File: config.mk
export PLATFORM = sky130hd
export DESIGN_NAME = dsq_top
export DESIGN_NICKNAME = d
export VERILOG_FILES = /design/src/rtl/dsq_pkg.sv /design/src/rtl/dsq_word_addr.sv /design/src/rtl/dsq_disk_addr.sv /design/src/rtl/dsq_top.sv
export SDC_FILE = /design/constraint.sdc
export NUM_CORES = 1
export LEC_CHECK = 0
export BUFFER_PORTS_ARGS = -buffer_cell sky130_fd_sc_hd__buf_2
export CORE_UTILIZATION = 55
export DETAILED_ROUTE_END_ITERATION = 8
export PLACE_DENSITY = 0.84
export RECOVER_POWER = 25
export SLEW_MARGIN = 5
export SYNTH_ARGS = -nofsm -noshare
export SYNTH_HDL_FRONTEND = slang
export SYNTH_SLANG_ARGS = --single-unit
File: constraint.sdc
create_clock -name clk -period 3.2 [get_ports clk]
set_input_delay 0.64 -clock clk [delete_from_list [all_inputs] [get_ports clk]]
set_output_delay 0.64 -clock clk [all_outputs]
set_load 0.01 [all_outputs]
File: src/rtl/dsq_pkg.sv
package dsq_pkg;
    typedef enum logic [1:0] {
        OP_NONE = 2'd0,
        OP_LOAD = 2'd1,
        OP_RD   = 2'd2,
        OP_WR   = 2'd3
    } op_t;

    typedef enum logic [1:0] {
        ST_IDLE,
        ST_FETCH_WC,
        ST_FETCH_CA,
        ST_XFER
    } state_t;
endpackage

File: src/rtl/dsq_word_addr.sv
module dsq_word_addr #(
    parameter int CA_W = 12
) (
    input  logic            clk,
    input  logic            rst_n,
    input  logic            ld_ptr,
    input  logic [CA_W-1:0] ptr,
    input  logic            inc_ca,
    input  logic            ld_wc,
    input  logic [CA_W-1:0] wc_val,
    input  logic            dec_wc,
    output logic [CA_W-1:0] ca,
    output logic            rem_nz,
    output logic            rem_empty_next
);
    localparam int RW = CA_W + 1;
    localparam logic [RW-1:0] FULL = {1'b1, {CA_W{1'b0}}};

    logic [RW-1:0] rem;

    always_ff @(posedge clk or negedge rst_n) begin
        if (!rst_n) begin
            ca <= '0;
        end else if (ld_ptr) begin
            ca <= ptr;
        end else if (inc_ca) begin
            ca <= ca + 1'b1;
        end
    end

    always_ff @(posedge clk or negedge rst_n) begin
        if (!rst_n) begin
            rem <= '0;
        end else if (ld_wc) begin
            rem <= (wc_val == '0) ? FULL : {1'b0, wc_val};
        end else if (dec_wc && rem != '0) begin
            rem <= rem - 1'b1;
        end
    end

    assign rem_nz         = (rem != '0);
    assign rem_empty_next = (rem == '0) || (rem == RW'(1) && dec_wc);

    AST_REM_BOUND: assert property (@(posedge clk) disable iff (!rst_n)
        rem <= FULL);
    AST_CA_STEP: assert property (@(posedge clk) disable iff (!rst_n)
        (inc_ca && !ld_ptr) |=> ca == CA_W'($past(ca) + 1'b1));
endmodule

File: src/rtl/dsq_disk_addr.sv
module dsq_disk_addr #(
    parameter int TRK_W = 11,
    parameter int SEC_W = 4
) (
    input  logic                   clk,
    input  logic                   rst_n,
    input  logic                   ld_trk,
    input  logic [TRK_W-1:0]       trk,
    input  logic                   ld_sec,
    input  logic [SEC_W-1:0]       sec,
    input  logic                   adv,
    output logic [TRK_W+SEC_W-1:0] addr
);
    localparam int AW = TRK_W + SEC_W;

    always_ff @(posedge clk or negedge rst_n) begin
        if (!rst_n) begin
            addr <= '0;
        end else if (ld_trk || ld_sec) begin
            addr <= {ld_trk ? trk : addr[AW-1:SEC_W],
                     ld_sec ? sec : addr[SEC_W-1:0]};
        end else if (adv) begin
            addr <= addr + 1'b1;
        end
    end

    AST_DISK_STEP: assert property (@(posedge clk) disable iff (!rst_n)
        (adv && !ld_trk && !ld_sec) |=> addr == AW'($past(addr) + 1'b1));
endmodule

File: src/rtl/dsq_top.sv
module dsq_top #(
    parameter int CA_W   = 12,
    parameter int BANK_W = 3,
    parameter int TRK_W  = 11,
    parameter int SEC_W  = 4
) (
    input  logic                    clk,
    input  logic                    rst_n,
    input  logic [1:0]              cmd_op,
    input  logic [CA_W-1:0]         cmd_word,
    input  logic                    ctl_we,
    input  logic [BANK_W-1:0]       ctl_bank,
    input  logic                    ctl_ie,
    input  logic                    ctl_fmt,
    input  logic                    sec_we,
    input  logic [SEC_W-1:0]        sec_val,
    output logic                    dma_req,
    input  logic                    dma_gnt,
    input  logic [CA_W-1:0]         dma_rdata,
    output logic [BANK_W+CA_W-1:0]  mem_addr,
    input  logic                    word_stb,
    output logic                    words_left,
    input  logic                    sec_done,
    input  logic                    sec_err,
    output logic [TRK_W+SEC_W-1:0]  disk_addr,
    output logic                    busy,
    output logic                    done,
    output logic                    irq,
    output logic                    xfer_rd,
    output logic                    fmt_en
);
    import dsq_pkg::*;

    state_t            state, nxt;
    logic              ld_ptr, inc_ca, ld_wc, dec_wc, start, finish, adv;
    logic [CA_W-1:0]   ptr, ca;
    logic              rem_empty_next;
    logic [BANK_W-1:0] bank;
    logic              ie;

    always_ff @(posedge clk or negedge rst_n) begin
        if (!rst_n) state <= ST_IDLE;
        else        state <= nxt;
    end

    always_comb begin
        nxt     = state;
        dma_req = 1'b0;
        ld_ptr  = 1'b0;
        ptr     = cmd_word;
        inc_ca  = 1'b0;
        ld_wc   = 1'b0;
        dec_wc  = 1'b0;
        start   = 1'b0;
        finish  = 1'b0;
        adv     = 1'b0;
        unique case (state)
            ST_IDLE: begin
                if (cmd_op == OP_LOAD) begin
                    ld_ptr = 1'b1;
                    nxt    = ST_FETCH_WC;
                end else if (cmd_op == OP_RD || cmd_op == OP_WR) begin
                    start = 1'b1;
                    nxt   = ST_XFER;
                end
            end
            ST_FETCH_WC: begin
                dma_req = 1'b1;
                if (dma_gnt) begin
                    ld_wc  = 1'b1;
                    inc_ca = 1'b1;
                    nxt    = ST_FETCH_CA;
                end
            end
            ST_FETCH_CA: begin
                dma_req = 1'b1;
                if (dma_gnt) begin
                    ld_ptr = 1'b1;
                    ptr    = dma_rdata;
                    nxt    = ST_IDLE;
                end
            end
            ST_XFER: begin
                dec_wc = word_stb && words_left;
                inc_ca = dec_wc;
                if (sec_err) begin
                    finish = 1'b1;
                    nxt    = ST_IDLE;
                end else if (sec_done) begin
                    adv = 1'b1;
                    if (rem_empty_next) begin
                        finish = 1'b1;
                        nxt    = ST_IDLE;
                    end
                end
            end
        endcase
    end

    always_ff @(posedge clk or negedge rst_n) begin
        if (!rst_n) begin
            done    <= 1'b0;
            ie      <= 1'b0;
            fmt_en  <= 1'b0;
            xfer_rd <= 1'b0;
            bank    <= '0;
        end else begin
            if (ctl_we) begin
                bank   <= ctl_bank;
                ie     <= ctl_ie;
                fmt_en <= ctl_fmt;
            end
            if (start) begin
                done    <= 1'b0;
                xfer_rd <= (cmd_op == OP_RD);
            end
            if (finish) done <= 1'b1;
        end
    end

    assign busy     = (state == ST_XFER);
    assign irq      = done && ie;
    assign mem_addr = {bank, ca};

    dsq_word_addr #(.CA_W(CA_W)) u_word (
        .clk(clk), .rst_n(rst_n),
        .ld_ptr(ld_ptr), .ptr(ptr), .inc_ca(inc_ca),
        .ld_wc(ld_wc), .wc_val(dma_rdata), .dec_wc(dec_wc),
        .ca(ca), .rem_nz(words_left), .rem_empty_next(rem_empty_next)
    );

    dsq_disk_addr #(.TRK_W(TRK_W), .SEC_W(SEC_W)) u_disk (
        .clk(clk), .rst_n(rst_n),
        .ld_trk(start), .trk(cmd_word[TRK_W-1:0]),
        .ld_sec(sec_we && state == ST_IDLE), .sec(sec_val),
        .adv(adv), .addr(disk_addr)
    );

    AST_BUSY_DONE_EXCL: assert property (@(posedge clk) disable iff (!rst_n)
        !(busy && done));
    AST_REQ_NOT_BUSY: assert property (@(posedge clk) disable iff (!rst_n)
        dma_req |-> !busy);
    AST_DONE_FROM_XFER: assert property (@(posedge clk) disable iff (!rst_n)
        $rose(done) |-> $past(busy));
    AST_START_FLAGS: assert property (@(posedge clk) disable iff (!rst_n)
        (state == ST_IDLE && cmd_op[1]) |=> (busy && !done));
endmodule

# After elaboration in Yosys (flattened, before gate mapping)

Index checks and enable logic that the tools add are counted.

Multipliers: 0
$add $sub $neg: 3
Bitwise logic cells: 0
Shift operators: 0
Reductions and logical operators: 20
Mux-type cells: 38
Div/mod/pow operators: 0
Equality and inequality tests: 14
$lt $le $gt $ge: 0

Operator list:

| kind                  | number |
|---|---|
| $mux 12               | 4 |
| $mux 13               | 3 |
| $mux 15               | 2 |
| $mux 1                | 17 |
| $add 15x1->15 const B | 1 |
| $mux 2                | 7 |
| $eq 13x1->1 const B   | 1 |
| $logic_not 13->1      | 1 |
| $reduce_bool 13->1    | 1 |
| $sub 13x1->13 const B | 1 |
| $add 12x1->12 const B | 1 |
| $logic_not 12->1      | 1 |
| $mux 11               | 1 |
| $eq 2x2->1 const B    | 4 |
| $pmux 2 s4            | 1 |
| $reduce_bool 2->1     | 4 |
| $ne 3x3->1 const B    | 2 |
| $logic_and 1x1->1     | 5 |
| $reduce_and 5->1      | 1 |
| $eq 2x1->1 const B    | 2 |
| $mux 4                | 1 |
| $ne 2x1->1 const B    | 2 |
| $ne 2x2->1 const B    | 2 |
| $pmux 1 s2            | 2 |
| other kinds (5)       | 8 |

Memory bits (read-only): 0
Memories kept: 0
Bits of input ports: 43
Bits in writable memories: 0
Register bits after elaboration: 49
Bits in latches: 0

# Longest topological paths before layout

Gate-level depths: netlist of the first run.

Word-level depth: 10
Gate-level depth with buffers: 9
Gate-level depth less buffers: 8

# By module

Synthesis of the first run repeated with hierarchy kept, for this count alone.

Cell total of the unflattened synthesis: 339
Area total of the unflattened synthesis: 3156.8 µm²

Modules (own cells, without submodules):

| module        | cells each | area an instance (µm²) | times used |
|---|---|---|---|
| dsq_word_addr | 171        | 1515.2                 | 1 |
| dsq_disk_addr | 110        | 992.2                  | 1 |
| dsq_top       | 58         | 649.4                  | 1 |

# Worst setup path before layout of the first run

Ideal clock, no wire load.

Path type: register -> register
From: register u_word.rem[0]
To: register u_word.ca[0]
Data required time: 3.064 ns
Path buffers: 1
Clock period less this slack: 1.935 ns
Setup slack: 1.265 ns
Stages on the path, launching flop included: 10
Setup time: 0.136 ns
Data arrival time: 1.799 ns
Cell sequence: dfrtp_1 -> inv_1 -> ha_1 -> nor4b_2 -> nand4_4 -> a21o_1 -> buf_2 -> xor2_1 -> mux2i_1 -> a21oi_1

Word-level cells in the longest chain between the ends: 4

RTL lines:

| what                               | RTL line            | RTL |
|---|---|---|
| start, declared                    | dsq_word_addr.sv:19 | `logic [RW-1:0] rem;` |
| start signal, assigned             | dsq_word_addr.sv:35 | `rem <= (wc_val == '0) ? FULL : {1'b0, wc_val};` |
| start signal, assigned             | dsq_word_addr.sv:37 | `rem <= rem - 1'b1;` |
| $reduce_bool 13->1                 | dsq_word_addr.sv:41 | `assign rem_nz = (rem != '0);` |
| via words_left                     | dsq_top.sv:22       | `output logic words_left,` |
| $logic_and 1x1->1                  | dsq_top.sv:84       | `dec_wc = word_stb && words_left;` |
| $pmux 1 s2                         | dsq_top.sv:57       | `unique case (state)` |
| $reduce_bool 2->1 (no source line) | --                  |  |
| end signal, assigned               | dsq_word_addr.sv:25 | `ca <= ptr;` |
| end signal, assigned               | dsq_word_addr.sv:27 | `ca <= ca + 1'b1;` |
| end, declared                      | dsq_word_addr.sv:12 | `output logic [CA_W-1:0] ca,` |

The timed path passes the listed nets, and every way through them passes these cells.
A chain may end at the register's enable or synchronous reset.

# Worst setup path after layout of the first run

From: register u_word.rem[0]
To: output words_left

Word-level cells in the longest chain between the ends: 1

RTL lines:

| what               | RTL line |
|---|---|
| $reduce_bool 13->1 | dsq_word_addr.sv:41 |
| end, declared      | dsq_top.sv:22 |

Every way passes these cells.

==> metrics.md, run 1 <==
| Metric | Value |
|---|---|
| Setup Viol. Count Final | `0` |
| DRT antenna net count | `0` |
| Clk Latency, worst-skew pair | `0.30 ns` |
| Slowest CP cell | `dfrtp_1` |
| Gr ovfl total | `0` |
| Vias in the first global route | `2536` |
| Clk pwr share | `11.6%` |
| P_leak | `1.555 nW` |
| Hpwl dp | `5535 um` |
| Fin crit period | `2.415 ns` |
| Hold/Removal Path Class | `register to register` |
| Fin Setup TNS | `0 ns` |
| WL/cell | `15.00 um` |
| Max incr delay on CP | `0.40 ns` |
| Cells after synthesis | `348` |
| Mux cell area share after synthesis | `3.567%` |
| CTS tree | `yes` |
| Distinct cells, synth | `44` |
| Ports | `80` |
| Initial antenna violation count | `0` |
| Net Sw Power | `0.001430 W` |
| Post-Syn Area | `2982 sq um` |
| Fin. max-slew vios | `0` |
| CTS Root Cell | `clkbuf_8` |
| Synth Register Bits | `49` |
| Resize count post-CTS | `0` |
| Critical path peak fanout | `6` |
| CTS Buf Count | `5` |
| FMAX | `414.1 MHz` |
| Postcts setup bufs | `0` |
| Reg power frac | `39.9%` |
| RD Place Congestion | `0.9404` |
| WP buf/inv | `2` |
| First drt pass iteration count | `5` |
| Sequential area share after synthesis | `41.12%` |
| Worst VDD drop | `0.0005978 V` |
| Share of cells above drive strength 1 | `24.06%` |
| Sequence of cells on the critical path | `inv_1 > ha_1 > nor4b_2 > nand4_4 > buf_2` |
| Gr usage total | `27.41%` |
| Commonest non-fill, non-tap cell in the layout | `buf_2` |
| Iteration-0 DRC Markers | `222` |
| Post-layout util | `67.92%` |
| Largest delay share family, worst path | `simple AND/OR/NAND/NOR gates` |
| Core box area | `5172 sq um` |
| Final WL | `7411 um` |
| Critical Path AT | `1.77 ns` |
| NumNets Final | `475` |
| Die X | `75.63 um` |
| Largest net degree at the start of global routing | `50` |
| Critical path endpoint category | `output port` |
| I/O Buffers | `79` |
| Post-Synth XOR/XNOR Area | `5.875%` |
| Slew HR | `18.71%` |
| RSZ-0062 raised after global routing | `no` |
| Syn_nets | `400` |
| Synth Area in Adders | `3.777%` |
| WP data required | `2.56 ns` |
| Die height | `75.63 um` |
| Sink Count | `49` |
| Pwr/cell area | `891.2 nW/um^2` |
| Syn_area_per_cell | `8.568 sq um` |
| Reg clk slew, reported paths | `0.09 ns` |
| Post-route clock period utilization | `75.46%` |
| Largest family of logic cells by synthesized area | `simple AND/OR/NAND/NOR gates` |
| First-pass GRT wire length | `11660 um` |
| Worst Tran Pin Value | `1.219 ns` |
| Hold_buf cts | `0` |
| Sw Share | `45.68%` |
| Yosys warning count | `0` |
| Total of max-cap violations | `0` |
| Diode count | `0` |
| Clock Path Buffers | `2` |
| Fin. Hold Viols | `0` |
| H-tree depth | `2` |
| Comb power frac | `48.5%` |
| Status | `complete, no violations` |
| Worst Skew | `0.002500 ns` |
| Most frequent cells in the layout | `77 x buf_2, 49 x dfrtp_1, 44 x a21oi_1` |
| Setup crit start kind | `register` |
| Via count | `2868` |
| Post-synthesis compound-gate area fraction | `17.83%` |
| DR DRC count | `0` |
| Area Growth Syn to Fin | `17.83%` |
| WS Path Type | `register to output port` |
| Simple-Gate Fraction of Synth Area | `24.97%` |
| Die ar. | `5720 sq um` |
| P_int | `0.001701 W` |
| Rows | `26` |
| DR vias/cell | `5.806` |
| Initial core utilization | `57.64%` |
synth_stat cells, drive strengths merged:
cell / instances / share of area (%)
nor4: 8 / 2.4
o21a: 2 / 0.50
nand4: 5 / 1.6
inv: 10 / 1.3
nand4b: 2 / 0.59
nor2: 40 / 5.0
o22ai: 10 / 2.1
nand2: 37 / 4.7
mux2i: 5 / 1.7
nor3b: 1 / 0.42
a32oi: 1 / 0.29
a21o: 2 / 0.50
buf: 2 / 0.34
a21bo: 1 / 0.34
dfrtp: 49 / 41
clkbuf: 10 / 1.3
o211ai: 1 / 0.71
or3: 1 / 0.21
o22a: 1 / 0.29
xnor2: 13 / 3.8
nor4b: 1 / 0.50
a22o: 1 / 0.29
nor3: 12 / 2.0
nand3b: 2 / 0.50
ha: 9 / 3.8
a31oi: 5 / 1.3
o21ai: 23 / 3.9
xor2: 7 / 2.1
or2: 2 / 0.42
a21oi: 44 / 7.4
and2: 5 / 1.0
or4: 1 / 0.25
and4: 1 / 0.29
mux2: 5 / 1.9
nand3: 19 / 3.2
o32ai: 1 / 0.29
nand2b: 2 / 0.42
and3: 7 / 1.5
state kept, by name, indices dropped and copies added, names as in the netlist, 2 cells and up:
| name | cells |
|---|---|
| u_disk.addr | 15 |
| u_word.rem | 13 |
| u_word.ca | 12 |
| bank | 3 |
| state | 2 |
kinds of logic (layout without fill, tap and decap cells):
family / count (synthesis) / count (layout)
buffers and inverters: 22 / 98
AND/OR/NAND/NOR: 146 / 146
adder cells (fa/ha/maj): 9 / 9
multiplexers: 10 / 10
flip-flops: 49 / 49
AO/OA/AOI/OAI: 92 / 92
XOR/XNOR: 20 / 20
metal layers:
metal / vias to the layer above / part of all wire (%) / track usage, % / routed length [um]
met3: 18 / 6.2 / 4.497 / 459
met5: - / 0 / 0 / 0
met2: 123 / 48 / 43.35 / 3538
li1: 1392 / - / - / -
met4: 0 / 2.5 / 13.17 / 184
met1: 1335 / 44 / 36.92 / 3228
layout make-up:
| cell class | count | area (sq um) |
|---|---|---|
| Clock buffer | 5 | 68.82 |
| Clock inverter | 3 | 17.52 |
| Fill cell | 428 | 1659 |
| Inverter | 10 | 37.54 |
| Multi-Input combinational cell | 277 | 1674 |
| Sequential cell | 49 | 1226 |
| Tap cell | 70 | 87.58 |
| Timing Repair Buffer | 80 | 401.6 |
power groups by stage:
stage               combinational (W)  clock (W)  sequential [W]
floorplan                    0.000988          0         0.00128
global placement              0.00146          0         0.00124
detailed placement            0.00151          0         0.00125
CTS                           0.00152   0.000369         0.00124
global route                  0.00170   0.000389         0.00129
finish                        0.00152   0.000364         0.00125
worst paths after layout:
path	cells after the start	start	slack, ns	to
worst max-delay path	5	u_word.rem[0]	0.79	words_left
worst max register to register	8	u_word.rem[0]	1.05	u_word.ca[10]
min in group asynchronous	1	rst_n	0.58	u_word.rem[3]
worst min register to register	1	bank[1]	0.51	bank[1]
max in group asynchronous	1	rst_n	1.89	u_word.ca[6]
worst min-delay path	1	bank[1]	0.51	bank[1]
stage by stage:
| stage | cells | setup WS, ns | power [W] | hold WS, ns | instance area [sq um] |
|---|---|---|---|---|---|
| finish | 494 | 0.7852 | 0.003131 | 0.5082 | 3513 |
| CTS | 494 | 0.7959 | 0.003130 | 0.5137 | 3515 |
| detailed placement | 486 | 1.107 | 0.002758 | 0.4919 | 3428 |
| global route | 494 | 0.6841 | 0.003373 | 0.5394 | 3513 |
| global placement | 486 | 1.202 | 0.002700 | 0.4633 | 3428 |
| floorplan | 348 | 1.265 | 0.002264 | 0.3444 | 2982 |
No activity file was read; power rests on OpenSTA's default activity.
==> run 2, diff against run 1 <==
Settings changed: CORE_UTILIZATION 55 to 48, PLACE_DENSITY 0.84 to 0.78.
Clock period 3.2 ns to 2.05 ns, I/O delays scaled along.
==> metrics.md, run 2 (synthesis gave the netlist of run 1 again) <==
| Metric | Value |
|---|---|
| Hold/Removal Path Class | `input pin to register` |
| CTS tree | `yes` |
| Reg2reg path depth | `8` |
| Final WL | `7876 um` |
| Iteration-0 DRC Markers | `173` |
| Worst VDD drop | `0.0006853 V` |
| Largest Register | `u_disk.addr` |
| Max reg flops | `15` |
| Setup crit start kind | `register` |
| Status | `complete, no violations` |
| Top flop regs | `u_disk.addr (15), u_word.rem (13), u_word.ca (12)` |
| Filler instances | `539` |
| WP data required | `1.64 ns` |
| Worst Skew | `0.005680 ns` |
| Min-Delay Startpoint | `ctl_bank[0]` |
| Sink Count | `49` |
| R2r setup slk | `0.10 ns` |
| Sequential cell area | `1226 sq um` |
| Initial core utilization | `50.06%` |
| First drt pass iteration count | `4` |
| Core box area | `5956 sq um` |
| RD Place Congestion | `0.8396` |
| Die height | `80.82 um` |
| Area Growth Syn to Fin | `23.71%` |
| Most frequent cells in the layout | `78 x buf_2, 49 x dfrtp_1, 44 x a21oi_1` |
| WS Path Type | `register to output port` |
| Fin. Hold Viols | `0` |
| DR DRC count | `0` |
| DP Worst Slack | `0.03757 ns` |
| I/O Buffers | `79` |
| Post-route clock period utilization | `97.09%` |
| Gr usage total | `25.62%` |
| Hold WS | `0.3353 ns` |
| WL/cell | `15.32 um` |
| Die X | `80.82 um` |
| Slew HR | `16.75%` |
| Multi-input logic area | `1710 sq um` |
| Hold path depth | `2` |
| Min-Delay Endpoint | `bank[0]` |
| Fin crit period | `1.990 ns` |
| P_leak | `1.650 nW` |
| Critical path peak fanout | `6` |
| Post-layout util | `61.93%` |
| Reg-to-reg endpoint | `u_word.ca[10]` |
| FMAX | `502.4 MHz` |
| Total power | `0.005168 W` |
| Worst Tran Pin Value | `1.249 ns` |
| Commonest non-fill, non-tap cell in the layout | `buf_2` |
| RR Startpoint | `u_word.rem[0]` |
| DR vias/cell | `5.638` |
| CTS Buf Count | `5` |
| Critical path endpoint category | `output port` |
| H-tree depth | `2` |
| Fin. max-slew vios | `0` |
| Vias in the first global route | `2668` |
| Initial antenna violation count | `0` |
| CTS Root Cell | `clkbuf_8` |
| Total of max-cap violations | `0` |
| DRT antenna net count | `0` |
| Diode count | `0` |
| Rows | `28` |
| Reg clk slew, reported paths | `0.09 ns` |
| Die ar. | `6531 sq um` |
| Hpwl dp | `5934 um` |
| Via count | `2898` |
| Clk Latency, worst-skew pair | `0.30 ns` |
| Share of cells above drive strength 1 | `28.02%` |
| Post-route setup slack | `0.05973 ns` |
| Ports | `80` |
| Critical Path AT | `1.58 ns` |
| Clock Path Buffers | `2` |
| NumNets Final | `490` |
| Setup Viol. Count Final | `0` |
| Fin Setup TNS | `0 ns` |
| Pwr/cell area | `1401 nW/um^2` |
| Gr ovfl total | `0` |
| Largest net degree at the start of global routing | `50` |
| First-pass GRT wire length | `12830 um` |
==> run 2: changes by cell type in the layout (fill, tap and decap cells not counted), sizes merged <==
cell,before,now
clkbuf,7,8
clkinv,2,1
clkinvlp,1,0
buf,78,94
==> run 2: worst max-delay path, cell delays in order (launching register included) <==
cell,delay (ns)
dfrtp_1,0.39
inv_1,0.12
ha_4,0.16
nor4b_4,0.23
nand4_4,0.20
buf_6,0.17
==> run 2: area by class of cell <==
type,instances,area share [%]
multi-input cells,277,46.37
flip-flops and latches,49,33.24
repair buffers,95,14.08
clock buffers,7,2.612
well taps,75,2.544
inverters,10,1.018
clock inverters,1,0.1357
==> run 2: through the flow <==
| step | instances | instance area [sq um] |
|---|---|---|
| 6_report | 514 | 3689 |
| 5_1_grt | 514 | 3689 |
| 4_1_cts | 512 | 3655 |
| 3_5_place_dp | 504 | 3545 |
| 3_3_place_gp | 504 | 3545 |
| 2_1_floorplan | 348 | 2982 |
==> run 2: report_power, final <==
part,leakage [nW],internal (W),total (W),switching (W)
clock,0.0542,0.000306,0.000640,0.000334
sequential,0.566,0.00141,0.00197,0.000555
combinational,1.03,0.00114,0.00256,0.00142
total,1.65,0.00286,0.00517,0.00231
==> run 2: what timing repair did <==
action	in CTS	in global routing
hold buffers	0	0
buffers inserted	0	2
endpoints found under the setup margin	1	15
gates resized for setup	1	7
pin swaps	0	0
==> run 2: how the worst max path moves through the flow <==
stage	end	slack, ns	depth (start not counted)	startpoint
finish	words_left	0.06	5	u_word.rem[0]
global route	u_word.ca[11]	-0.04	7	state[1]
CTS	words_left	0.007	5	u_word.rem[0]
detailed placement	u_word.rem[3]	0.04	8	u_word.rem[0]
global placement	u_word.ca[10]	0.13	8	u_word.rem[0]
floorplan	u_word.ca[0]	0.11	9	u_word.rem[0]
==> run 2: layer usage <==
metal	share of wire [%]	vias to the layer above	global-route usage (%)	routed length [um]
met3	5.0	8	4.719	391
met2	50	96	43.36	3967
met1	44	1372	34.60	3472
met4	0.56	0	4.286	44
met5	0	-	0	0
li1	-	1422	-	-
==> run 3, diff against run 2 <==
==> constraint.sdc (replaced) <==
create_clock -name clk -period 2.05 [get_ports clk]
set_input_delay 0.41 -clock clk [delete_from_list [all_inputs] [get_ports clk]]
set_output_delay 0.41 -clock clk [all_outputs]
set_load 0.1 [all_outputs]
==> metrics.md, run 3 (synthesis gave the netlist of run 1 again) <==
| Metric | Value |
|---|---|
| Initial core utilization | `50.06%` |
| NumNets Final | `494` |
| Iteration-0 DRC Markers | `139` |
| Diode count | `0` |
| Total of max-cap violations | `0` |
| Worst Skew | `0.008122 ns` |
| Worst Tran Pin Value | `1.030 ns` |
| Vias in the first global route | `2859` |
| Share of cells above drive strength 1 | `31.15%` |
| Initial antenna violation count | `0` |
| Largest Register | `u_disk.addr` |
| I/O Buffers | `79` |
| FMAX | `497.6 MHz` |
| Die ar. | `6531 sq um` |
| Clk Latency, worst-skew pair | `0.30 ns` |
| RD Place Congestion | `0.8916` |
| Reg2reg path depth | `9` |
| Gr usage total | `26.58%` |
| Rows | `28` |
| Post-route clock period utilization | `98.04%` |
| Clock Path Buffers | `2` |
| Hpwl dp | `6188 um` |
| Post-layout util | `62.86%` |
| Status | `complete, no violations` |
| Post-DP Area | `3593 sq um` |
| DRT antenna net count | `0` |
| Fin crit period | `2.010 ns` |
| CTS Root Cell | `clkbuf_8` |
| Largest delay share family, worst path | `simple AND/OR/NAND/NOR gates` |
| Sequence of cells on the critical path | `inv_2 > ha_4 > nor4b_4 > nand4_4 > buf_4 > nand4b_1 > nor3_2 > a21bo_1 > a31oi_1` |
| Max incr delay on CP | `0.41 ns` |
| Fin area | `3744 sq um` |
| Number of placed cells counting well taps | `505` |
| First-pass GRT wire length | `13280 um` |
| Top flop regs | `u_disk.addr (15), u_word.rem (13), u_word.ca (12)` |
| Setup Viol. Count Final | `0` |
| CTS tree | `yes` |
| Reg clk slew, reported paths | `0.10 ns` |
| RR Startpoint | `u_word.rem[1]` |
| Setup crit start kind | `register` |
| Critical path peak fanout | `4` |
| R2r setup slk | `0.04 ns` |
| DR vias/cell | `5.780` |
| WL/cell | `15.76 um` |
| Ports | `80` |
| H-tree depth | `2` |
| Fin. max-slew vios | `0` |
| Largest net degree at the start of global routing | `25` |
| Die height | `80.82 um` |
| Gr ovfl total | `0` |
| CTS Buf Count | `5` |
| Most frequent cells in the layout | `77 x buf_2, 44 x a21oi_1, 42 x dfrtp_1` |
| Setup crit end | `u_word.rem[12]` |
| Sink Count | `49` |
| Reg-to-reg endpoint | `u_word.rem[12]` |
| Finished Layout Cells | `518` |
| WP buf/inv | `2` |
| First drt pass iteration count | `5` |
| Filler instances | `537` |
| Slew HR | `31.31%` |
| Area Growth Syn to Fin | `25.56%` |
| Die X | `80.82 um` |
| Slowest CP cell | `dfrtp_1` |
| Commonest non-fill, non-tap cell in the layout | `buf_2` |
| WP data required | `2.27 ns` |
| Core box area | `5956 sq um` |
| Critical Path Source | `u_word.rem[1]` |
| WS Path Type | `register to register` |
| Worst path depth | `9` |
| Via count | `2994` |
| Max reg flops | `15` |
| DR DRC count | `0` |
| Final WL | `8166 um` |
| Hold/Removal Path Class | `input pin to async pin` |
| Critical Path AT | `2.23 ns` |
| Critical path endpoint category | `register` |
| Fin. Hold Viols | `0` |
## run 3: layout make-up
cell class / count / area, sq um / share of cell area, %
clock buffer: 6 / 72.57 / 1.939
clock inverter: 2 / 13.76 / 0.3676
inverter: 10 / 37.54 / 1.003
multi-input combinational: 277 / 1738 / 46.42
sequential: 49 / 1235 / 32.99
tap: 75 / 93.84 / 2.507
timing repair buffer: 99 / 553.0 / 14.77
## run 3: repair_timing
item,in CTS,in global routing
hold buffers,0,0
endpoints found under the setup margin,1,10
pin swaps,1,1
setup buffers,4,1
resized for setup,4,5
## run 3: per-stage QoR
stage	worst slack (ns)	hold WS (ns)	setup TNS, ns
detailed placement	0.02245	0.3740	0
finish	0.04019	0.2518	0
global placement	0.1377	0.3778	0
floorplan	-0.1454	0.1144	-1.000
global route	-0.004317	0.3169	-0.006863
CTS	0.01341	0.03836	0
## run 3: per-layer routing
metal  part of all wire, %  vias to the layer above  track usage [%]
li1                      -                     1428                -
met1                    43                     1427            35.41
met2                    49                      130            44.62
met3                   6.3                        9            3.933
met4                   1.2                        0            7.857
met5                     0                        -                0
## run 3: worst min path at each step
stage / slack, ns / end / from / cells after the start
floorplan: 0.11 / bank[0] / rst_n / 0
global placement: 0.38 / u_disk.addr[4] / rst_n / 1
detailed placement: 0.37 / u_disk.addr[5] / rst_n / 1
CTS: 0.04 / u_disk.addr[5] / rst_n / 1
global route: 0.32 / u_disk.addr[5] / rst_n / 1
finish: 0.25 / u_disk.addr[5] / rst_n / 1
Power of run 3 is left out: the tool's default activity adds up to more than one toggle a clock period on the data nets, which glitch-free logic cannot reach.
